$ cat config.mk
export PLATFORM = sky130hd
export DESIGN_NAME = mhp_slave
export DESIGN_NICKNAME = d
export VERILOG_FILES = /design/src/rtl/mhp_pkg.sv /design/src/rtl/mhp_capture.sv /design/src/rtl/mhp_engine.sv /design/src/rtl/mhp_slave.sv
export SDC_FILE = /design/constraint.sdc
export NUM_CORES = 1
export LEC_CHECK = 0
export ABC_AREA = 1
export BUFFER_PORTS_ARGS = -buffer_cell sky130_fd_sc_hd__buf_2
export CAP_MARGIN = 20
export CELL_PAD_IN_SITES_DETAIL_PLACEMENT = 1
export CELL_PAD_IN_SITES_GLOBAL_PLACEMENT = 1
export CORE_MARGIN = 2
export CORE_UTILIZATION = 43
export DETAILED_ROUTE_END_ITERATION = 7
export PLACE_DENSITY = 0.92
export SETUP_SLACK_MARGIN = 0.2
export SYNTH_ARGS = -nofsm -noshare
export SYNTH_HDL_FRONTEND = slang
export SYNTH_SLANG_ARGS = --single-unit
$ cat constraint.sdc
create_clock -name clk -period 2.82 [get_ports clk]
set_input_delay 0 -clock clk [delete_from_list [all_inputs] [get_ports clk]]
set_output_delay 0 -clock clk [all_outputs]
set_load 0.05 [all_outputs]
$ cat src/rtl/mhp_pkg.sv
package mhp_pkg;

    typedef enum logic [1:0] {
        SEL_CTL  = 2'b00,
        SEL_DINC = 2'b01,
        SEL_ADR  = 2'b10,
        SEL_DFIX = 2'b11
    } sel_e;

    typedef struct packed {
        sel_e sel;
        logic rd;
        logic hi;
    } acc_t;

    typedef enum logic [2:0] {
        ST_IDLE,
        ST_FETCH,
        ST_STORE,
        ST_PREF,
        ST_AHOLD
    } st_e;

    function automatic logic is_data(sel_e s);
        return (s == SEL_DINC) || (s == SEL_DFIX);
    endfunction

    // Accesses that must wait behind an outstanding prefetch.
    function automatic logic touches_mem(acc_t a);
        return is_data(a.sel) || ((a.sel == SEL_ADR) && !a.rd);
    endfunction

endpackage

$ cat src/rtl/mhp_capture.sv
module mhp_capture
    import mhp_pkg::*;
(
    input  logic       clk,
    input  logic       rst,
    input  logic       cs_n,
    input  logic       as_n,
    input  logic       strb_n,
    input  logic [1:0] sel_in,
    input  logic       rd_in,
    input  logic       hi_in,
    output acc_t       acc,
    output logic       start,
    output logic       rd_drive
);
    logic as_q;
    logic strb_q;

    always_ff @(posedge clk) begin
        if (rst) begin
            as_q   <= 1'b1;
            strb_q <= 1'b1;
            acc    <= '{sel: SEL_CTL, rd: 1'b0, hi: 1'b0};
        end else begin
            as_q   <= as_n;
            strb_q <= strb_n;
            if (as_q && !as_n)
                acc <= '{sel: sel_e'(sel_in), rd: rd_in, hi: hi_in};
        end
    end

    assign start    = !cs_n && !strb_n && strb_q;
    assign rd_drive = !cs_n && !strb_n && acc.rd;

endmodule

$ cat src/rtl/mhp_engine.sv
module mhp_engine
    import mhp_pkg::*;
#(
    parameter int AW        = 10,
    parameter int AHOLD_CYC = 2
) (
    input  logic          clk,
    input  logic          rst,
    input  logic          start,
    input  acc_t          acc,
    input  logic [15:0]   hd_in,
    output logic          hwait,
    output logic [15:0]   dout,
    output logic          mem_req,
    output logic          mem_we,
    output logic [AW-1:0] mem_addr,
    output logic [31:0]   mem_wdata,
    input  logic          mem_ack,
    input  logic [31:0]   mem_rdata
);
    localparam int CW = $clog2(AHOLD_CYC + 1);

    st_e           st;
    logic [15:0]   ctl_r;
    logic [AW-1:0] addr_r;
    logic [15:0]   wlo;
    logic [31:0]   word_r;
    logic [31:0]   pbuf;
    logic          pvld;
    logic          held_v;
    acc_t          held;
    logic [CW-1:0] cnt;
    logic [31:0]   wdat;
    logic          cur_inc;
    logic          go;
    acc_t          pick;

    always_comb begin
        pick = (st == ST_IDLE && held_v) ? held : acc;
        go   = 1'b0;
        if (st == ST_IDLE)
            go = start || held_v;
        else if (st == ST_PREF)
            go = start && !touches_mem(acc);
    end

    always_ff @(posedge clk) begin
        if (rst) begin
            st      <= ST_IDLE;
            ctl_r   <= '0;
            addr_r  <= '0;
            wlo     <= '0;
            word_r  <= '0;
            pbuf    <= '0;
            pvld    <= 1'b0;
            held_v  <= 1'b0;
            held    <= '{sel: SEL_CTL, rd: 1'b0, hi: 1'b0};
            cnt     <= '0;
            wdat    <= '0;
            cur_inc <= 1'b0;
            hwait   <= 1'b0;
            dout    <= '0;
        end else begin
            if (go) begin
                if (st == ST_IDLE)
                    held_v <= 1'b0;
                unique case (pick.sel)
                    SEL_CTL: begin
                        if (!pick.rd) ctl_r <= hd_in;
                        else          dout  <= ctl_r;
                        hwait <= 1'b0;
                    end
                    SEL_ADR: begin
                        if (pick.rd) begin
                            dout  <= 16'(addr_r);
                            hwait <= 1'b0;
                        end else begin
                            addr_r <= hd_in[AW-1:0];
                            pvld   <= 1'b0;
                            cnt    <= CW'(AHOLD_CYC);
                            hwait  <= 1'b1;
                            st     <= ST_AHOLD;
                        end
                    end
                    default: begin
                        cur_inc <= (pick.sel == SEL_DINC);
                        if (pick.rd && !pick.hi) begin
                            if (pick.sel == SEL_DINC && pvld) begin
                                word_r <= pbuf;
                                dout   <= pbuf[15:0];
                                pvld   <= 1'b0;
                                hwait  <= 1'b0;
                            end else begin
                                hwait <= 1'b1;
                                st    <= ST_FETCH;
                            end
                        end else if (pick.rd) begin
                            dout  <= word_r[31:16];
                            hwait <= 1'b0;
                            if (pick.sel == SEL_DINC) begin
                                addr_r <= addr_r + 1'b1;
                                st     <= ST_PREF;
                            end
                        end else if (!pick.hi) begin
                            wlo   <= hd_in;
                            hwait <= 1'b0;
                        end else begin
                            wdat  <= {hd_in, wlo};
                            pvld  <= 1'b0;
                            hwait <= 1'b1;
                            st    <= ST_STORE;
                        end
                    end
                endcase
            end

            unique case (st)
                ST_FETCH: if (mem_ack) begin
                    word_r <= mem_rdata;
                    dout   <= mem_rdata[15:0];
                    hwait  <= 1'b0;
                    st     <= ST_IDLE;
                end
                ST_STORE: if (mem_ack) begin
                    if (cur_inc) addr_r <= addr_r + 1'b1;
                    hwait <= 1'b0;
                    st    <= ST_IDLE;
                end
                ST_PREF: begin
                    if (start && touches_mem(acc)) begin
                        held_v <= 1'b1;
                        held   <= acc;
                        hwait  <= 1'b1;
                    end
                    if (mem_ack) begin
                        pbuf <= mem_rdata;
                        pvld <= 1'b1;
                        st   <= ST_IDLE;
                    end
                end
                ST_AHOLD: begin
                    cnt <= cnt - 1'b1;
                    if (cnt <= CW'(1)) begin
                        hwait <= 1'b0;
                        st    <= ST_IDLE;
                    end
                end
                default: ;
            endcase
        end
    end

    assign mem_req   = (st == ST_FETCH) || (st == ST_STORE) || (st == ST_PREF);
    assign mem_we    = (st == ST_STORE);
    assign mem_addr  = addr_r;
    assign mem_wdata = wdat;

endmodule

$ cat src/rtl/mhp_slave.sv
module mhp_slave
    import mhp_pkg::*;
#(
    parameter int AW        = 10,
    parameter int AHOLD_CYC = 2
) (
    input  logic          clk,
    input  logic          rst,
    input  logic          hcs_n,
    input  logic          has_n,
    input  logic          hstrb_n,
    input  logic [1:0]    hsel,
    input  logic          hrd,
    input  logic          hhi,
    input  logic [15:0]   hd_in,
    output logic [15:0]   hd_out,
    output logic          hd_oe,
    output logic          hwait,
    output logic          mem_req,
    output logic          mem_we,
    output logic [AW-1:0] mem_addr,
    output logic [31:0]   mem_wdata,
    input  logic          mem_ack,
    input  logic [31:0]   mem_rdata
);
    acc_t cap_acc;
    logic cap_start;

    mhp_capture u_cap (
        .clk      (clk),
        .rst      (rst),
        .cs_n     (hcs_n),
        .as_n     (has_n),
        .strb_n   (hstrb_n),
        .sel_in   (hsel),
        .rd_in    (hrd),
        .hi_in    (hhi),
        .acc      (cap_acc),
        .start    (cap_start),
        .rd_drive (hd_oe)
    );

    mhp_engine #(.AW(AW), .AHOLD_CYC(AHOLD_CYC)) u_eng (
        .clk       (clk),
        .rst       (rst),
        .start     (cap_start),
        .acc       (cap_acc),
        .hd_in     (hd_in),
        .hwait     (hwait),
        .dout      (hd_out),
        .mem_req   (mem_req),
        .mem_we    (mem_we),
        .mem_addr  (mem_addr),
        .mem_wdata (mem_wdata),
        .mem_ack   (mem_ack),
        .mem_rdata (mem_rdata)
    );

endmodule

==> impl_metrics.tcl, run 1 <==
set metrics [dict create \
    outcome "finished, final reports clean" \
    slew_headroom 0.573 \
    slowest_delay_ns 0.36 \
    cp_slowest_cell "dfxtp_1" \
    rsz0062_at_grt "false" \
    reg2reg_to "u_eng.word_r[26]" \
    r2r_cells 11 \
    numCtsBuffers 17 \
    viasPerCell 5.52 \
    powerDensity_mw_per_mm2 534 \
    synth_warnings 0 \
    drive_above_1_share 0.168 \
    row_count 48 \
    place_congestion 0.906 \
    worstSetupPathType "reg2reg" \
    postRouteAntennaNets 0 \
    ios 120 \
    worstSetupStartpointType "flip-flop" \
    drt-wirelength-per-cell_um 18.9 \
    fin_crit_ns 2.36 \
    reg2reg_slack_ns 0.46 \
    clk_latency_ns 0.44 \
    endpoint_kind "flip-flop" \
    critical_path_arrival_ns 2.74 \
    grt_use_total 0.312 \
    root_buffer "clkbuf_16" \
    clkSinkCount 157 \
    fin_ws_ns 0.456 \
    cap_violations 0 \
    via_count 8259 \
    grtUsageMet3 0.0535 \
    fmax_mhz 423 \
    dr.pass1.iters 5 \
    dieWidth_um 136 \
    drt_iter0_markers 555 \
    hp-class "in2reg" \
    synth-seq-area-share 0.421 \
    period_share 0.838 \
    worst_slew_pin_slew_ns 0.639 \
    report.final.slew_viol_count 0 \
    cts_max_path_buffers 2 \
    synth.most_common_cell "nand2_1" \
    dpl.hpwl_um 17600 \
    ys_types 36 \
    syn_to_final_growth_pct 24.9 \
    nFillCells 2233 \
    tns_ns 0 \
    place_ws_ns 0.540 \
    grt_pass1_vias 8450 \
    power.leakage_nw 4.19 \
    postCtsSetupBuffers 0 \
    overflow 0 \
    die_area_mm2 0.0184 \
    met1_usage 0.370 \
    globalRoute.busiestLayer "met2" \
    hold_violations 0 \
    initial_core_util 0.436 \
    grt_max_degree 58 \
    tritoncts "yes" \
    syn_avg_cell_area_um2 6.75 \
    use_met2 0.569 \
    path_clk_slew_ns 0.07 \
    crit_start "u_eng.st[0]" \
    skew_ns 0.00736 \
    fin_util 0.545 \
    drc 0 \
    portBuffers 119 \
    detail_route.wirelength_um 28300 \
    crit_path_end "u_eng.word_r[26]" \
    timing.rr.start "u_eng.st[0]" \
    fin_nets 1318 \
    synthTopCellsByCount "nand2_1 (254), nor2_1 (168), dfxtp_1 (157)" \
    synth_top_area_frac 0.421 \
    synth_seq_cells 157 \
    setup_violations 0 \
    async_flop_share 0 \
    antenna_found_initial 0 \
    cp_cell_sequence "nor2_4 -> nand4_1 -> nand2_1 -> nand3_4 -> nor2_4 -> nand2_4 -> inv_4 -> nand2_1 -> nand3_1 -> nand2_1 -> inv_1" \
    holdWs_ns 0.0293 \
    finalPower_mw 4.98 \
    h-tree-depth 4 \
    vdd_drop_max_mv 0.481 \
    synth_edf_count 0 \
    path_common_cell "nand2_1" \
    synthesis.area_mm2 0.00746 \
    antennaDiodeCount 0 \
    fp.coreArea_mm2 0.0171 \
    synth_ff_type "dfxtp_1" \
    synth.net_count 1166 \
    ys_top_cells_by_area "dfxtp_1 (42%), nand2_1 (13%), nor2_1 (8.4%)" \
    cp_data_required_time_ns 3.20 \
    netlist_instances 1106 \
    synth_largest_area_cell "dfxtp_1" \
    cp_max_fo 18 \
    grt_pass1_wl_um 44600 \
    die_y_um 136 \
]
==> final cells by class <==
class	instances	area, µm²	share of cell area
tap	225	282	0.0302
clock buffer	21	450	0.0483
sequential	157	3140	0.337
inverter	89	337	0.0361
timing repair buffer	191	1300	0.139
multi-input combinational	802	3720	0.399
clock inverter	11	95.1	0.0102
==> power by group <==
group | switching (mW) | internal [mW]
clock network | 0.971 | 1.23
logic | 0.324 | 0.167
registers | 0.0286 | 2.25
total | 1.32 | 3.65
==> stage by stage <==
step           cell area, µm²  std cells
6_report                 9320       1496
4_1_cts                  9320       1496
5_1_grt                  9320       1496
2_1_floorplan            7460       1106
3_5_place_dp             8230       1410
3_3_place_gp             8230       1410
==> how the worst min path moves through the flow <==
stage	startpoint	to	slack, ns	cells after the start
floorplan	has_n	u_cap.as_q	0.1	2
global placement	has_n	u_cap.as_q	0.19	3
detailed placement	has_n	u_cap.as_q	0.19	3
CTS	mem_ack	u_eng.st[2]	0.009	4
global route	mem_ack	u_eng.st[2]	0.05	4
finish	mem_ack	u_eng.st[2]	0.03	4
==> cells in the final DEF, fill, tap and decap left out, types with 2 or more instances in the layout <==
cell and instances:
nand2_2 12, nor2_1 168, or2_2 3, nor2_4 7, xor2_1 2, inv_1 80, buf_2 119, nor2_2 8
dlygate4sd3_1 54, buf_12 2, inv_2 7, clkbuf_16 17, a21boi_1 2, o211ai_1 2, nand3_1 95, buf_4 16
o21ai_0 106, clkinv_4 2, clkbuf_1 3, nand3_4 2, a21boi_0 11, nand2_1 254, a211oi_2 5, a31oi_1 4
clkinvlp_4 3, o21ai_1 14, ha_1 2, nand4_1 12, dfxtp_1 157, clkinv_2 5, nor3_1 6, a21oi_1 82
==> logic make-up (layout without fill, tap and decap cells) <==
kind of cell,after synthesis,after routing,share of synthesized area
simple gates,570,570,0.327
compound gates,227,227,0.163
flops,157,157,0.421
buf+inv,147,312,0.0815
xor+xnor,3,3,0.00352
fa+ha+maj,2,2,0.00335
==> sequential cells by signal, indices dropped and copies added, names as in the netlist <==
register / cells
u_cap.as_q: 1
u_cap.acc: 4
u_eng.mem_wdata: 32
u_eng.hwait: 1
u_cap.strb_q: 1
u_eng.ctl_r: 16
u_eng.cnt: 2
u_eng.held_v: 1
u_eng.pbuf: 32
u_eng.held: 4
u_eng.mem_addr: 10
u_eng.st: 3
u_eng.cur_inc: 1
u_eng.pvld: 1
u_eng.word_r: 16
u_eng.wlo: 16
u_eng.dout: 16
==> layer usage <==
layer / vias to the layer above / share of wire / wire length, µm
met5: - / 0 / 0
met4: 0 / 0.020 / 571
met3: 52 / 0.054 / 1520
met2: 294 / 0.51 / 14500
met1: 4023 / 0.41 / 11600
li1: 3890 / - / -
==> timing repair <==
action,CTS,global route
setup endpoints to repair,0,1
hold buffers,54,0
resized for setup,0,1
hold endpoints to repair,117,0
==> critical path, delay by kind of cell, from the launching register on <==
kind          cells  cell delay (ns)
simple gates      9             1.61
flops             1             0.36
buf+inv           2             0.31
Power figures use the tool's default switching activity.
==> run 2, diff against run 1 <==
- CORE_UTILIZATION: 43 -> 36
- PLACE_DENSITY: 0.92 -> 0.83
- clock period: 2.82 -> 2 ns (I/O delays scaled with it)
==> run 2 against run 1 <==
Cell count is 5.8% higher. Clock skew hardly changed. Global-route usage is 6.5 points lower. Clock power is 55% higher. Critical path depth stayed put. First-iteration DRC count is 19% lower. Clock-buffer cell count is 2 lower. Sequential cell count stayed put. Sequential power is 41% higher. Total power is 49% higher. Core utilization is 5.1 points lower. Via count is 2.2% lower. Critical endpoint is now u_eng.word_r[23]. Largest cell class unchanged. Largest power group is now clock.
==> impl_metrics.tcl, run 2 (synthesis gave the netlist of run 1 again) <==
set metrics [dict create \
    outcome "finished, final reports clean" \
    detail_route.wirelength_um 27000 \
    grt_pass1_vias 8222 \
    endpoint_kind "flip-flop" \
    globalRoute.busiestLayer "met2" \
    cts_max_path_buffers 2 \
    grtUsageMet3 0.0355 \
    dpl-instance-area_mm2 0.00857 \
    period_share 0.922 \
    syn_to_final_growth_pct 34.3 \
    initial_core_util 0.368 \
    skew_ns 0.00726 \
    clk_latency_ns 0.44 \
    h-tree-depth 4 \
    antenna_found_initial 0 \
    met1_usage 0.323 \
    fin_ws_ns 0.155 \
    place_ws_ns -0.126 \
    root_buffer "clkbuf_16" \
    fin_nets 1360 \
    overflow 0 \
    worstSetupStartpointType "flip-flop" \
    grt_max_degree 67 \
    holdWs_ns 0.0582 \
    critical_path_arrival_ns 2.18 \
    cap_violations 0 \
    portBuffers 119 \
    fp.coreArea_mm2 0.0203 \
    hold_violations 0 \
    grt_use_total 0.247 \
    numCtsBuffers 17 \
    holdPathStages 5 \
    cp_max_fo 11 \
    drive_above_1_share 0.224 \
    slew_headroom 0.619 \
    use_met2 0.424 \
    fmax_mhz 542 \
    row_count 52 \
    drc 0 \
    ios 120 \
    drt_iter0_markers 450 \
    worstSetupPathType "reg2reg" \
    clkSinkCount 157 \
    path_clk_slew_ns 0.07 \
    dieWidth_um 148 \
    setup_violations 0 \
    die_area_mm2 0.0219 \
    regArea_mm2 0.00316 \
    reg2reg_slack_ns 0.16 \
    multi_input_area_mm2 0.00387 \
    grt_pass1_wl_um 43000 \
    report.final.slew_viol_count 0 \
    worst_slew_pin_slew_ns 0.572 \
    via_count 8079 \
    postRouteAntennaNets 0 \
    nFillCells 2642 \
    dpl.hpwl_um 17800 \
    mostFrequentLayoutCells "nand2_1 (241), nor2_1 (162), dfxtp_1 (147)" \
    dr.pass1.iters 7 \
    vdd_drop_max_mv 0.588 \
    drt-wirelength-per-cell_um 17.0 \
    powerDensity_mw_per_mm2 737 \
    layout_commonest_cell "nand2_1" \
    antennaDiodeCount 0 \
    postLayoutCellArea_mm2 0.0100 \
    die_y_um 148 \
    r2r_cells 11 \
    fin_util 0.494 \
    hp-class "in2reg" \
    power.leakage_nw 4.48 \
    fin_crit_ns 1.84 \
    viasPerCell 5.10 \
    tritoncts "yes" \
    rsz0062_at_grt "true" \
    place_congestion 0.934 \
    cp_data_required_time_ns 2.34 \
]
==> run 2: changes by cell type in the layout (fill, tap and decap cells not counted), moves of 7 or more <==
cell and delta:
nand2_4 +9, buf_6 +7, o21ai_1 +8, nand2_1 -13, dfxtp_1 -10, dfxtp_2 +8, o21ai_0 -10, buf_4 +25
==> run 2: final cells by class <==
class | instances | area share
Clock buffer | 19 | 0.0452
Clock inverter | 13 | 0.0152
Inverter | 89 | 0.0351
Multi-Input combinational cell | 804 | 0.386
Sequential cell | 157 | 0.315
Tap cell | 270 | 0.0337
Timing Repair Buffer | 231 | 0.170
==> run 2: timing repair <==
item | 4_1_cts | 5_1_grt
hold buffers | 56 | 0
pin swaps | 15 | 8
hold endpoints to repair | 124 | 0
endpoints found under the setup margin | 119 | 114
resized for setup | 41 | 36
gates cloned | 2 | 0
buffers inserted | 10 | 1
==> run 2: final timing paths <==
path | end | from
worst max-delay path | u_eng.word_r[23] | u_eng.st[0]
worst min-delay path | u_eng.held_v | hcs_n
worst max register to register | u_eng.word_r[23] | u_eng.st[0]
worst min register to register | u_eng.pbuf[28] | u_eng.pbuf[28]
==> run 2: critical path, cell delays in order (launching register included) <==
cell     delay, ns
dfxtp_4       0.36
nor2_4        0.18
nand4_1       0.17
nand2_4       0.19
nand2_4       0.09
nor2_4        0.17
nand2_4       0.11
buf_12        0.16
nand2_1       0.08
nand3_1       0.09
nand2_1       0.09
inv_1         0.04
==> run 2: metrics by stage <==
step / instances / power (mW) / setup TNS (ns)
after global placement: 1482 / 3.89 / -0.153
after floorplan: 1106 / 3.64 / 0
after detailed placement: 1482 / 3.91 / -0.582
after CTS: 1582 / 7.40 / 0
after global routing: 1583 / 7.62 / 0
final: 1583 / 7.39 / 0
==> run 2: power by group <==
part | switching [mW] | total [mW] | internal (mW)
Sequential | 0.0387 | 3.21 | 3.18
Combinational | 0.481 | 0.777 | 0.296
Clock | 1.46 | 3.40 | 1.94
==> run 2: routing by layer <==
layer / wire, µm / vias up
met5: 0 / -
met4: 450 / 0
met3: 1130 / 35
met2: 12900 / 221
met1: 12500 / 3860
li1: - / 3963
